**src/rtl/can_bor_pkg.sv**
```systemverilog
package can_bor_pkg;
  typedef enum logic [1:0] {
    BOR_ONLINE = 2'd0,
    BOR_HOLD   = 2'd1,
    BOR_RECOV  = 2'd2
  } bor_state_e;

  localparam int LEC_W = 3;
  localparam logic [LEC_W-1:0] LEC_BIT0 = 3'b101;
endpackage

```
**src/rtl/bor_run_detector.sv**
```systemverilog
module bor_run_detector #(
  parameter int RUN_LEN = 11
) (
  input  logic clk,
  input  logic rst_n,
  input  logic clr,
  input  logic en,
  input  logic stb,
  input  logic rx,
  output logic run_done
);
  localparam int RUN_W = $clog2(RUN_LEN + 1);
  localparam logic [RUN_W-1:0] RUN_LAST = RUN_W'(RUN_LEN - 1);

  logic [RUN_W-1:0] run_q;

  assign run_done = en && stb && rx && (run_q == RUN_LAST);

  always_ff @(posedge clk or negedge rst_n) begin
    if (!rst_n) begin
      run_q <= '0;
    end else if (clr || !en) begin
      run_q <= '0;
    end else if (stb) begin
      if (!rx || run_done) run_q <= '0;
      else                 run_q <= run_q + 1'b1;
    end
  end
endmodule

```
**src/rtl/bor_event_counter.sv**
```systemverilog
module bor_event_counter #(
  parameter int EVENTS = 129,
  parameter int CNT_W  = 8
) (
  input  logic clk,
  input  logic rst_n,
  input  logic clr,
  input  logic tick,
  output logic last
);
  localparam logic [CNT_W-1:0] CNT_LAST = CNT_W'(EVENTS - 1);

  logic [CNT_W-1:0] cnt_q;

  assign last = (cnt_q == CNT_LAST);

  always_ff @(posedge clk or negedge rst_n) begin
    if (!rst_n)    cnt_q <= '0;
    else if (clr)  cnt_q <= '0;
    else if (tick) cnt_q <= cnt_q + 1'b1;
  end
endmodule

```
**src/rtl/bor_ctrl.sv**
```systemverilog
module bor_ctrl
  import can_bor_pkg::*;
(
  input  logic clk,
  input  logic rst_n,
  input  logic busoff_evt,
  input  logic wr_en,
  input  logic wr_data,
  input  logic done,
  output logic init_flag,
  output logic recov_active
);
  bor_state_e st_q;

  assign recov_active = (st_q == BOR_RECOV);

  always_ff @(posedge clk or negedge rst_n) begin
    if (!rst_n) begin
      st_q      <= BOR_ONLINE;
      init_flag <= 1'b1;
    end else if (busoff_evt) begin
      st_q      <= BOR_HOLD;
      init_flag <= 1'b1;
    end else begin
      unique case (st_q)
        BOR_ONLINE: if (wr_en) init_flag <= wr_data;
        BOR_HOLD: if (wr_en && !wr_data) begin
          st_q      <= BOR_RECOV;
          init_flag <= 1'b0;
        end
        BOR_RECOV: if (done) st_q <= BOR_ONLINE;
        default: st_q <= BOR_ONLINE;
      endcase
    end
  end
endmodule

```
**src/rtl/can_busoff_recovery.sv**
```systemverilog
module can_busoff_recovery
  import can_bor_pkg::*;
#(
  parameter int RUN_LEN     = 11,
  parameter int IDLE_EVENTS = 129,
  parameter int IDLE_CNT_W  = 8
) (
  input  logic             clk,
  input  logic             rst_n,
  input  logic             bit_stb,
  input  logic             rx_level,
  input  logic             busoff_evt,
  input  logic             init_wr_en,
  input  logic             init_wr_data,
  output logic             init_flag,
  output logic             errcnt_clr,
  output logic             lec_wr,
  output logic [LEC_W-1:0] lec_code,
  output logic             recov_active
);
  logic run_done;
  logic idle_tick;
  logic idle_last;
  logic done;

  assign idle_tick  = run_done && !busoff_evt;
  assign done       = idle_tick && idle_last;
  assign lec_wr     = idle_tick;
  assign lec_code   = LEC_BIT0;
  assign errcnt_clr = done;

  bor_run_detector #(.RUN_LEN(RUN_LEN)) u_run (
    .clk      (clk),
    .rst_n    (rst_n),
    .clr      (busoff_evt),
    .en       (recov_active),
    .stb      (bit_stb),
    .rx       (rx_level),
    .run_done (run_done)
  );

  bor_event_counter #(.EVENTS(IDLE_EVENTS), .CNT_W(IDLE_CNT_W)) u_evt (
    .clk   (clk),
    .rst_n (rst_n),
    .clr   (busoff_evt),
    .tick  (idle_tick),
    .last  (idle_last)
  );

  bor_ctrl u_ctrl (
    .clk          (clk),
    .rst_n        (rst_n),
    .busoff_evt   (busoff_evt),
    .wr_en        (init_wr_en),
    .wr_data      (init_wr_data),
    .done         (done),
    .init_flag    (init_flag),
    .recov_active (recov_active)
  );
endmodule

```
**config.mk**
```make
export PLATFORM = sky130hd
export DESIGN_NAME = can_busoff_recovery
export DESIGN_NICKNAME = d
export VERILOG_FILES = /design/src/rtl/can_bor_pkg.sv /design/src/rtl/bor_run_detector.sv /design/src/rtl/bor_event_counter.sv /design/src/rtl/bor_ctrl.sv /design/src/rtl/can_busoff_recovery.sv
export SDC_FILE = /design/constraint.sdc
export NUM_CORES = 1
export LEC_CHECK = 0
export CORE_MARGIN = 1
export CORE_UTILIZATION = 47
export DETAILED_ROUTE_END_ITERATION = 12
export HOLD_SLACK_MARGIN = 0.1
export PLACE_DENSITY = 0.73
export SLEW_MARGIN = 15
export SYNTH_ARGS = -nofsm -noshare
export SYNTH_HDL_FRONTEND = slang
export SYNTH_SLANG_ARGS = --single-unit
```
**constraint.sdc**
```tcl
create_clock -name clk -period 1.7 [get_ports clk]
set_clock_uncertainty 0.1 [all_clocks]
set_input_delay 0.425 -clock clk [delete_from_list [all_inputs] [get_ports clk]]
set_output_delay 0.425 -clock clk [all_outputs]
set_load 0.02 [all_outputs]
```
Word-level counts from Yosys, hierarchy flattened --
Cells that the tools add are included.
Storage, ports and cells: bits of input ports 7, flip-flop bits (word level) 15, output and inout port bits 7
Cells by class: muxes and demuxes 13, add/subtract/negate cells 2, reductions and logical operators 18, eq/ne operators 8
Operators with widths (count):
- 2-to-1 mux 8 bit | 2
- 2-to-1 mux 4 bit | 3
- adder 8 x 1 -> 8 bit, second input constant | 1
- equality test 8 bit, second input constant | 1
- logical AND 1 bit | 6
- 2-to-1 mux 2 bit | 3
- inequality test 3 bit, second input constant | 2
- one-hot mux 2 bit (3 select lines) | 1
- AND reduction 3 bit | 2
- adder 4 x 1 -> 4 bit, second input constant | 1
- equality test 4 bit, second input constant | 1
- logical NOT 1 bit | 4
- nonzero test 2 bit | 2
- 2-to-1 mux 1 bit | 3
- inequality test 3 x 2 -> 1 bit, second input constant | 1
- nonzero test 3 bit | 1
- equality test 2 x 1 -> 1 bit, second input constant | 1
- equality test 2 bit, second input constant | 1
- logical NOT 2 bit | 1
- logical OR 1 bit | 2
- inequality test 2 bit, second input constant | 1
- one-hot mux 1 bit (2 select lines) | 1

Logic depth before layout (Yosys ltp) --
Gate-level depths: netlist of the first run.
word-level depth 9, gate-level depth with buffers 6

Cells and area by module --
Synthesis of the first run repeated with hierarchy kept, for this count alone.
Second synthesis, totals: cells, all modules 93, area total of the unflattened synthesis 862.1 µm²
Modules (own cells, without submodules):
- bor_event_counter | instances 1, cells an instance 42, area each 404.1 µm²
- bor_run_detector | instances 1, cells an instance 31, area each 265.3 µm²
- bor_ctrl | instances 1, cells an instance 13, area each 147.6 µm²
- can_busoff_recovery | instances 1, cells an instance 7, area each 45.0 µm²

Least setup slack after synthesis of the first run --
No wires, ideal clock.
kind flip-flop to output port, from reg u_run.run_q[0], to out errcnt_clr, arrival time 1.529 ns, setup slack -0.354 ns, data required time 1.175 ns, cell stages (with the launch flop) 6, path through dfrtp_1 inv_1 ha_1 nand4b_4 buf_2 nor4_2
Between the ends: word-level cells in the longest chain between the ends 4
RTL lines:
- from (decl) | line bor_run_detector.sv:15 | logic [RUN_W-1:0] run_q;
- from (signal assigned) | line bor_run_detector.sv:26 | else run_q <= run_q + 1'b1;
- equality test 4 bit | line bor_run_detector.sv:17 | assign run_done = en && stb && rx && (run_q == RUN_LAST);
- logical AND 1 bit | line bor_run_detector.sv:17
- logical AND 1 bit | line can_busoff_recovery.sv:26 | assign idle_tick = run_done && !busoff_evt;
- logical AND 1 bit | line can_busoff_recovery.sv:27 | assign done = idle_tick && idle_last;
- to (decl) | line can_busoff_recovery.sv:16 | output logic errcnt_clr,
No other way between the ends.

Final worst setup path of the first run --
from reg u_evt.cnt_q[4], to out errcnt_clr
Between the ends: word-level cells in the longest chain between the ends 2
RTL lines:
- from (decl) | line bor_event_counter.sv:13 | logic [CNT_W-1:0] cnt_q;
- from (signal assigned) | line bor_event_counter.sv:20 | else if (tick) cnt_q <= cnt_q + 1'b1;
- equality test 8 bit | line bor_event_counter.sv:15 | assign last = (cnt_q == CNT_LAST);
- logical AND 1 bit | line can_busoff_recovery.sv:27
No other way between the ends.

==> metrics.md, run 1 <==
| Metric | Value |
|---|---|
| Run status | `complete, but fails checks` |
| Failing checks | `setup timing` |
| Layout cells sized above 1 | `0.486` |
| I/O pins | `14` |
| Fin crit share | `1.25` |
| Final setup viols | `11` |
| Initial antenna violation count | `0` |
| Final core utilization | `0.803` |
| Leak | `0.754 nW` |
| Total power | `693 uW` |
| Via density | `5.52` |
| CP max stage delay | `0.53 ns` |
| Seq/Total Area, Yosys | `0.391` |
| Crit Path Class | `flop to primary output` |
| Final hold violations | `0` |
| Die footprint | `0.00223 sq mm` |
| Synthesized area per cell | `9.35 sq um` |
| Total negative slack | `-1.97 ns` |
| Maximum VDD drop | `0.460 mV` |
| Commonest non-fill, non-tap cell in the layout | `buf_4` |
| Initial Util | `0.496` |
| Crit path max-delay cell type | `or4_4` |
| CTS tree | `built` |
| FFs w/ async S/R, synth | `1.00` |
| Total routed wirelength | `2960 um` |
| Final Max Tran Viols | `0` |
| DRC Markers | `0` |
| Top FF cell, synth | `dfrtp_1` |
| Syn Inst Count | `103` |
| Max-cap violations | `0` |
| 1st-iter DRT viols | `7` |
| Commonest non-fill, non-tap cells in the layout | `buf_4 (29), dfrtp_1 (14), buf_6 (10)` |
| Hold-fix buffers at CTS | `0` |
| Ys Warns | `0` |
| H-tree depth | `1` |
| # fillers | `113` |
| Clock sink count | `15` |
| R2R depth | `8` |
| Die height | `47.3 um` |
| Min cycle time layout | `2.13 ns` |
| Site Rows | `16` |
| GR Util All Layers | `0.253` |
| Post-route cell area | `0.00156 sq mm` |
| Crit start category | `flop` |
| RSZ-0062 raised after global routing | `yes` |
| Vias in the first global route | `925` |
| Max Freq | `470 MHz` |
| Area Overhead vs Synth | `61.8%` |
| DRT antenna net count | `0` |
| Worst min path class | `input pin to asynchronous set/reset pin` |
| PortBufs | `10` |
| Placeable Area | `0.00194 sq mm` |
| Hold slack | `0.342 ns` |
| Cells along the critical path | `or4_4 > nor4_4 > buf_4` |
| N_diodes | `0` |
| Routed wire per std cell | `16.9 um` |
| Drt pass-1 iters | `4` |
| Placed inst area | `0.00126 sq mm` |
| DIE WIDTH | `47.3 um` |
| Mapped cell area | `963 sq um` |
| Clk buf depth | `2` |
| Yosys reg bits | `15` |
| Clock transition at path regs | `0.11 ns` |
| First-pass GRT wire length | `4000 um` |
| Final GP Congestion | `0.791` |
| Worst Path Required | `1.17 ns` |
| PnR worst setup slack | `-0.426 ns` |
| Worst Path Max Fanout | `2` |
| TritonCTS Buffers | `3` |
| Congestion Overflow GR | `0` |
| Nets | `160` |
| Largest net degree at the start of global routing | `18` |
| Post-synth cell types | `37` |
| Number of flops mapped to enable cells by yosys | `0` |
| Via count | `966` |
| Pwr/cell area | `445 mW/mm^2` |
| Root buffer cell | `clkbuf_4` |
| Crit. End Element | `primary output` |
| Critical path arrival | `1.60 ns` |
| Clock Latency Late Sink | `0.28 ns` |
| Post-DP HPWL | `1700 um` |
-- report_power, final --
| group | leakage, nW | switching [mW] | internal, mW |
|---|---|---|---|
| Combinational | 0.537 | 0.0588 | 0.0518 |
| Sequential | 0.202 | 0.00409 | 0.363 |
| Clock | 0.0150 | 0.125 | 0.0909 |
| Total | 0.754 | 0.188 | 0.505 |
-- state kept, by name, summed over array words and instances, names as in the netlist --
| register | count |
|---|---|
| u_ctrl.init_flag | 1 |
| u_run.run_q | 4 |
| u_ctrl.st_q | 2 |
| u_evt.cnt_q | 8 |
-- layer usage --
metal  share of wire  track usage  vias to the layer above
met5               0            0                        -
met4           0.026       0.0971                        0
met3           0.041       0.0308                        8
met2            0.55        0.433                       27
met1            0.39        0.323                      474
li1                -            -                      457
-- cells by family after synthesis --
logic type,share of synthesized area
simple gates,0.295
flops,0.391
buf+inv,0.0701
fa+ha+maj,0.0520
mux,0.0571
compound gates,0.127
other cells,0.00780
-- worst max-delay path, delay by kind of cell (launching register included) --
family | cells | cell delay [ns]
simple gates | 2 | 0.71
flops | 1 | 0.42
buf+inv | 1 | 0.19
-- final cells by class --
type / instances / area, sq um / area share
Tap cell: 27 / 33.8 / 0.0217
Sequential cell: 15 / 377 / 0.242
Timing Repair Buffer: 47 / 419 / 0.269
Clock buffer: 4 / 26.3 / 0.0169
Multi-Input combinational cell: 75 / 677 / 0.434
Inverter: 7 / 26.3 / 0.0169
-- synth_stat cells, drive strengths merged (3+ instances only) --
master	instances	area share
o21ai	4	0.021
mux2	4	0.047
a21oi	7	0.036
nand2	5	0.019
ha	4	0.052
buf	6	0.039
nor2	5	0.019
dfrtp	14	0.36
nor2b	6	0.039
nor4	3	0.026
nand3	7	0.036
nor3	3	0.016
inv	7	0.027
o22ai	3	0.026
-- path summary, 6_finish.rpt --
kind,slack (ns),start,endpoint
hold / removal,0.34,rst_n,u_run.run_q[3]$_DFFE_PN0P_
min in group clk,0.36,busoff_evt,u_evt.cnt_q[6]$_DFFE_PN0P_
hold reg to reg,0.48,u_ctrl.init_flag$_DFFE_PN1P_,u_ctrl.init_flag$_DFFE_PN1P_
max in group asynchronous,0.91,rst_n,u_ctrl.init_flag$_DFFE_PN1P_
setup reg to reg,-0.29,u_run.run_q[0]$_DFFE_PN0P_,u_evt.cnt_q[6]$_DFFE_PN0P_
setup / recovery,-0.43,u_evt.cnt_q[4]$_DFFE_PN0P_,errcnt_clr
-- metrics by stage --
stage / worst slack [ns] / std cells
after floorplan: -0.178 / 104
after global placement: -0.857 / 157
after detailed placement: -0.867 / 157
after CTS: -0.415 / 166
after global routing: -0.511 / 175
final: -0.426 / 175
-- what timing repair did --
item / 4_1_cts / 5_1_grt
gates resized for setup: 28 / 34
pin swaps: 9 / 13
hold endpoints to repair: 0 / 0
setup endpoints to repair: 11 / 16
setup buffers: 5 / 10
(Power assumes the default switching activity.)
==> inputs of run 2 (changes only) <==
- PLACE_DENSITY: 0.73 -> 0.71
- clock period: 1.7 -> 2.2 ns (I/O delays scaled with it)
==> metrics.md, run 2 (same netlist as run 1, synthesis figures left out) <==
| Metric | Value |
|---|---|
| Run status | `complete, but fails checks` |
| Failing checks | `setup timing` |
| H-tree depth | `1` |
| Int Pwr | `383 uW` |
| Largest regs | `u_evt.cnt_q x8, u_run.run_q x4, u_ctrl.st_q x2` |
| DRT antenna net count | `0` |
| Commonest non-fill, non-tap cell in the layout | `buf_4` |
| Worst Path Required | `1.55 ns` |
| Die height | `47.3 um` |
| NetSw | `132 uW` |
| Post-DP HPWL | `1650 um` |
| Final setup viols | `1` |
| Vias in the first global route | `738` |
| Total power | `515 uW` |
| Nets | `150` |
| Via count | `850` |
| Critical path arrival | `1.72 ns` |
| Site Rows | `16` |
| Fin crit share | `1.08` |
| Crit Path Class | `flop to primary output` |
| CTS tree | `built` |
| Net Sw Frac | `0.256` |
| DRC Markers | `0` |
| CP max stage delay | `0.55 ns` |
| I/O pins | `14` |
| Final Max Tran Viols | `0` |
| Max Freq | `422 MHz` |
| Area Overhead vs Synth | `36.9%` |
| Post-route cell area | `0.00132 sq mm` |
| Reg area | `377 sq um` |
| Via density | `5.15` |
| Clk network pwr share | `0.316` |
| Pre-CTS setup slack | `-0.620 ns` |
| Congestion Overflow GR | `0` |
| Final GP Congestion | `0.789` |
| Total negative slack | `-0.172 ns` |
| Pwr/cell area | `390 mW/mm^2` |
| Placeable Area | `0.00194 sq mm` |
| N_diodes | `0` |
| RSZ-0062 raised after global routing | `yes` |
| GR Util All Layers | `0.220` |
| Routed wire per std cell | `14.1 um` |
| CP Buf/Inv Count | `1` |
| Kind of cell with the highest combined delay on the critical path | `simple AND/OR/NAND/NOR gates` |
| Hold slack | `0.443 ns` |
| Min cycle time layout | `2.37 ns` |
| Worst Path Max Fanout | `2` |
| Final hold violations | `0` |
| 1st-iter DRT viols | `22` |
| Initial antenna violation count | `0` |
| Clock transition at path regs | `0.10 ns` |
| Max-cap violations | `0` |
| PnR worst setup slack | `-0.172 ns` |
| Layout Cells excl Fill | `165` |
| Clock Latency Late Sink | `0.28 ns` |
| Drt pass-1 iters | `4` |
| Total routed wirelength | `2320 um` |
| Initial Util | `0.496` |
| Leak | `0.613 nW` |
| # fillers | `154` |
| Layout cells sized above 1 | `0.326` |
| Largest Register | `u_evt.cnt_q` |
| Maximum VDD drop | `0.310 mV` |
| Root buffer cell | `clkbuf_4` |
| Power share of the combinational group | `0.135` |
| Cells along the critical path | `or4_4 > nor4_4 > buf_4` |
| Max reg flops | `8` |
| Hold-fix buffers at CTS | `0` |
| Crit. End Element | `primary output` |
| Worst min path class | `flop to flop` |
| Crit path max-delay cell type | `or4_4` |
| Final core utilization | `0.679` |
| TritonCTS Buffers | `3` |
| Largest net degree at the start of global routing | `18` |
| Die footprint | `0.00223 sq mm` |
| Placed inst area | `0.00122 sq mm` |
| PortBufs | `10` |
| Crit start category | `flop` |
| Commonest non-fill, non-tap cells in the layout | `buf_4 (26), dfrtp_1 (14), nand3_1 (7), a21oi_1 (7)` |
| Clk buf depth | `2` |
| Seq pwr share | `0.549` |
| Clock sink count | `15` |
| Placed insts | `155` |
| Area of the multi-input gates | `553 sq um` |
| First-pass GRT wire length | `3440 um` |
| DIE WIDTH | `47.3 um` |
==> run 2: cell types whose count changed in the layout (fill, tap and decap cells not counted), moves of 3 or more <==
cell     before  now
mux2_4        4    0
buf_6        10    1
mux2_2        0    4
a21oi_2       5    0
buf_4        29   26
nor3_4        3    0
a21oi_1       2    7
==> run 2: tightest hold or removal path, stage by stage (launching register included) <==
cell and delay [ns]:
dfstp_2 0.38, o22ai_1 0.10, nand2b_1 0.07
==> run 2: area by class of cell <==
| class | count | area share |
|---|---|---|
| flip-flops and latches | 15 | 0.286 |
| well taps | 27 | 0.0256 |
| multi-input cells | 75 | 0.419 |
| inverters | 7 | 0.0199 |
| clock buffers | 4 | 0.0199 |
| repair buffers | 37 | 0.230 |
==> run 2: what timing repair did <==
action	4_1_cts	5_1_grt
setup buffers	1	5
endpoints found under the setup margin	3	2
resized for setup	21	2
pin swaps	4	0
==> run 2: worst paths after layout <==
path | from | end | slack, ns | cells past startpoint
max reg2reg | u_run.run_q[0]$_DFFE_PN0P_ | u_evt.cnt_q[7]$_DFFE_PN0P_ | 0.09 | 8
min in group asynchronous | rst_n | u_evt.cnt_q[3]$_DFFE_PN0P_ | 0.47 | 2
max | u_evt.cnt_q[2]$_DFFE_PN0P_ | errcnt_clr | -0.17 | 3
min reg2reg | u_ctrl.init_flag$_DFFE_PN1P_ | u_ctrl.init_flag$_DFFE_PN1P_ | 0.44 | 2
min | u_ctrl.init_flag$_DFFE_PN1P_ | u_ctrl.init_flag$_DFFE_PN1P_ | 0.44 | 2
max in group asynchronous | rst_n | u_ctrl.init_flag$_DFFE_PN1P_ | 1.29 | 2
==> run 2: power groups by stage <==
stage | Combinational, mW | Sequential [mW] | Clock, mW
detailed placement | 0.0685 | 0.288 | 0
CTS | 0.0695 | 0.283 | 0.163
floorplan | 0.0314 | 0.291 | 0
global placement | 0.0664 | 0.288 | 0
finish | 0.0695 | 0.283 | 0.162
global route | 0.0773 | 0.283 | 0.178
==> run 2: routing by layer <==
layer,vias to the layer above,global-route usage,part of all wire
li1,434,-,-
met1,388,0.300,0.42
met2,24,0.370,0.52
met3,4,0.0346,0.040
met4,0,0.0343,0.013
met5,-,0,0
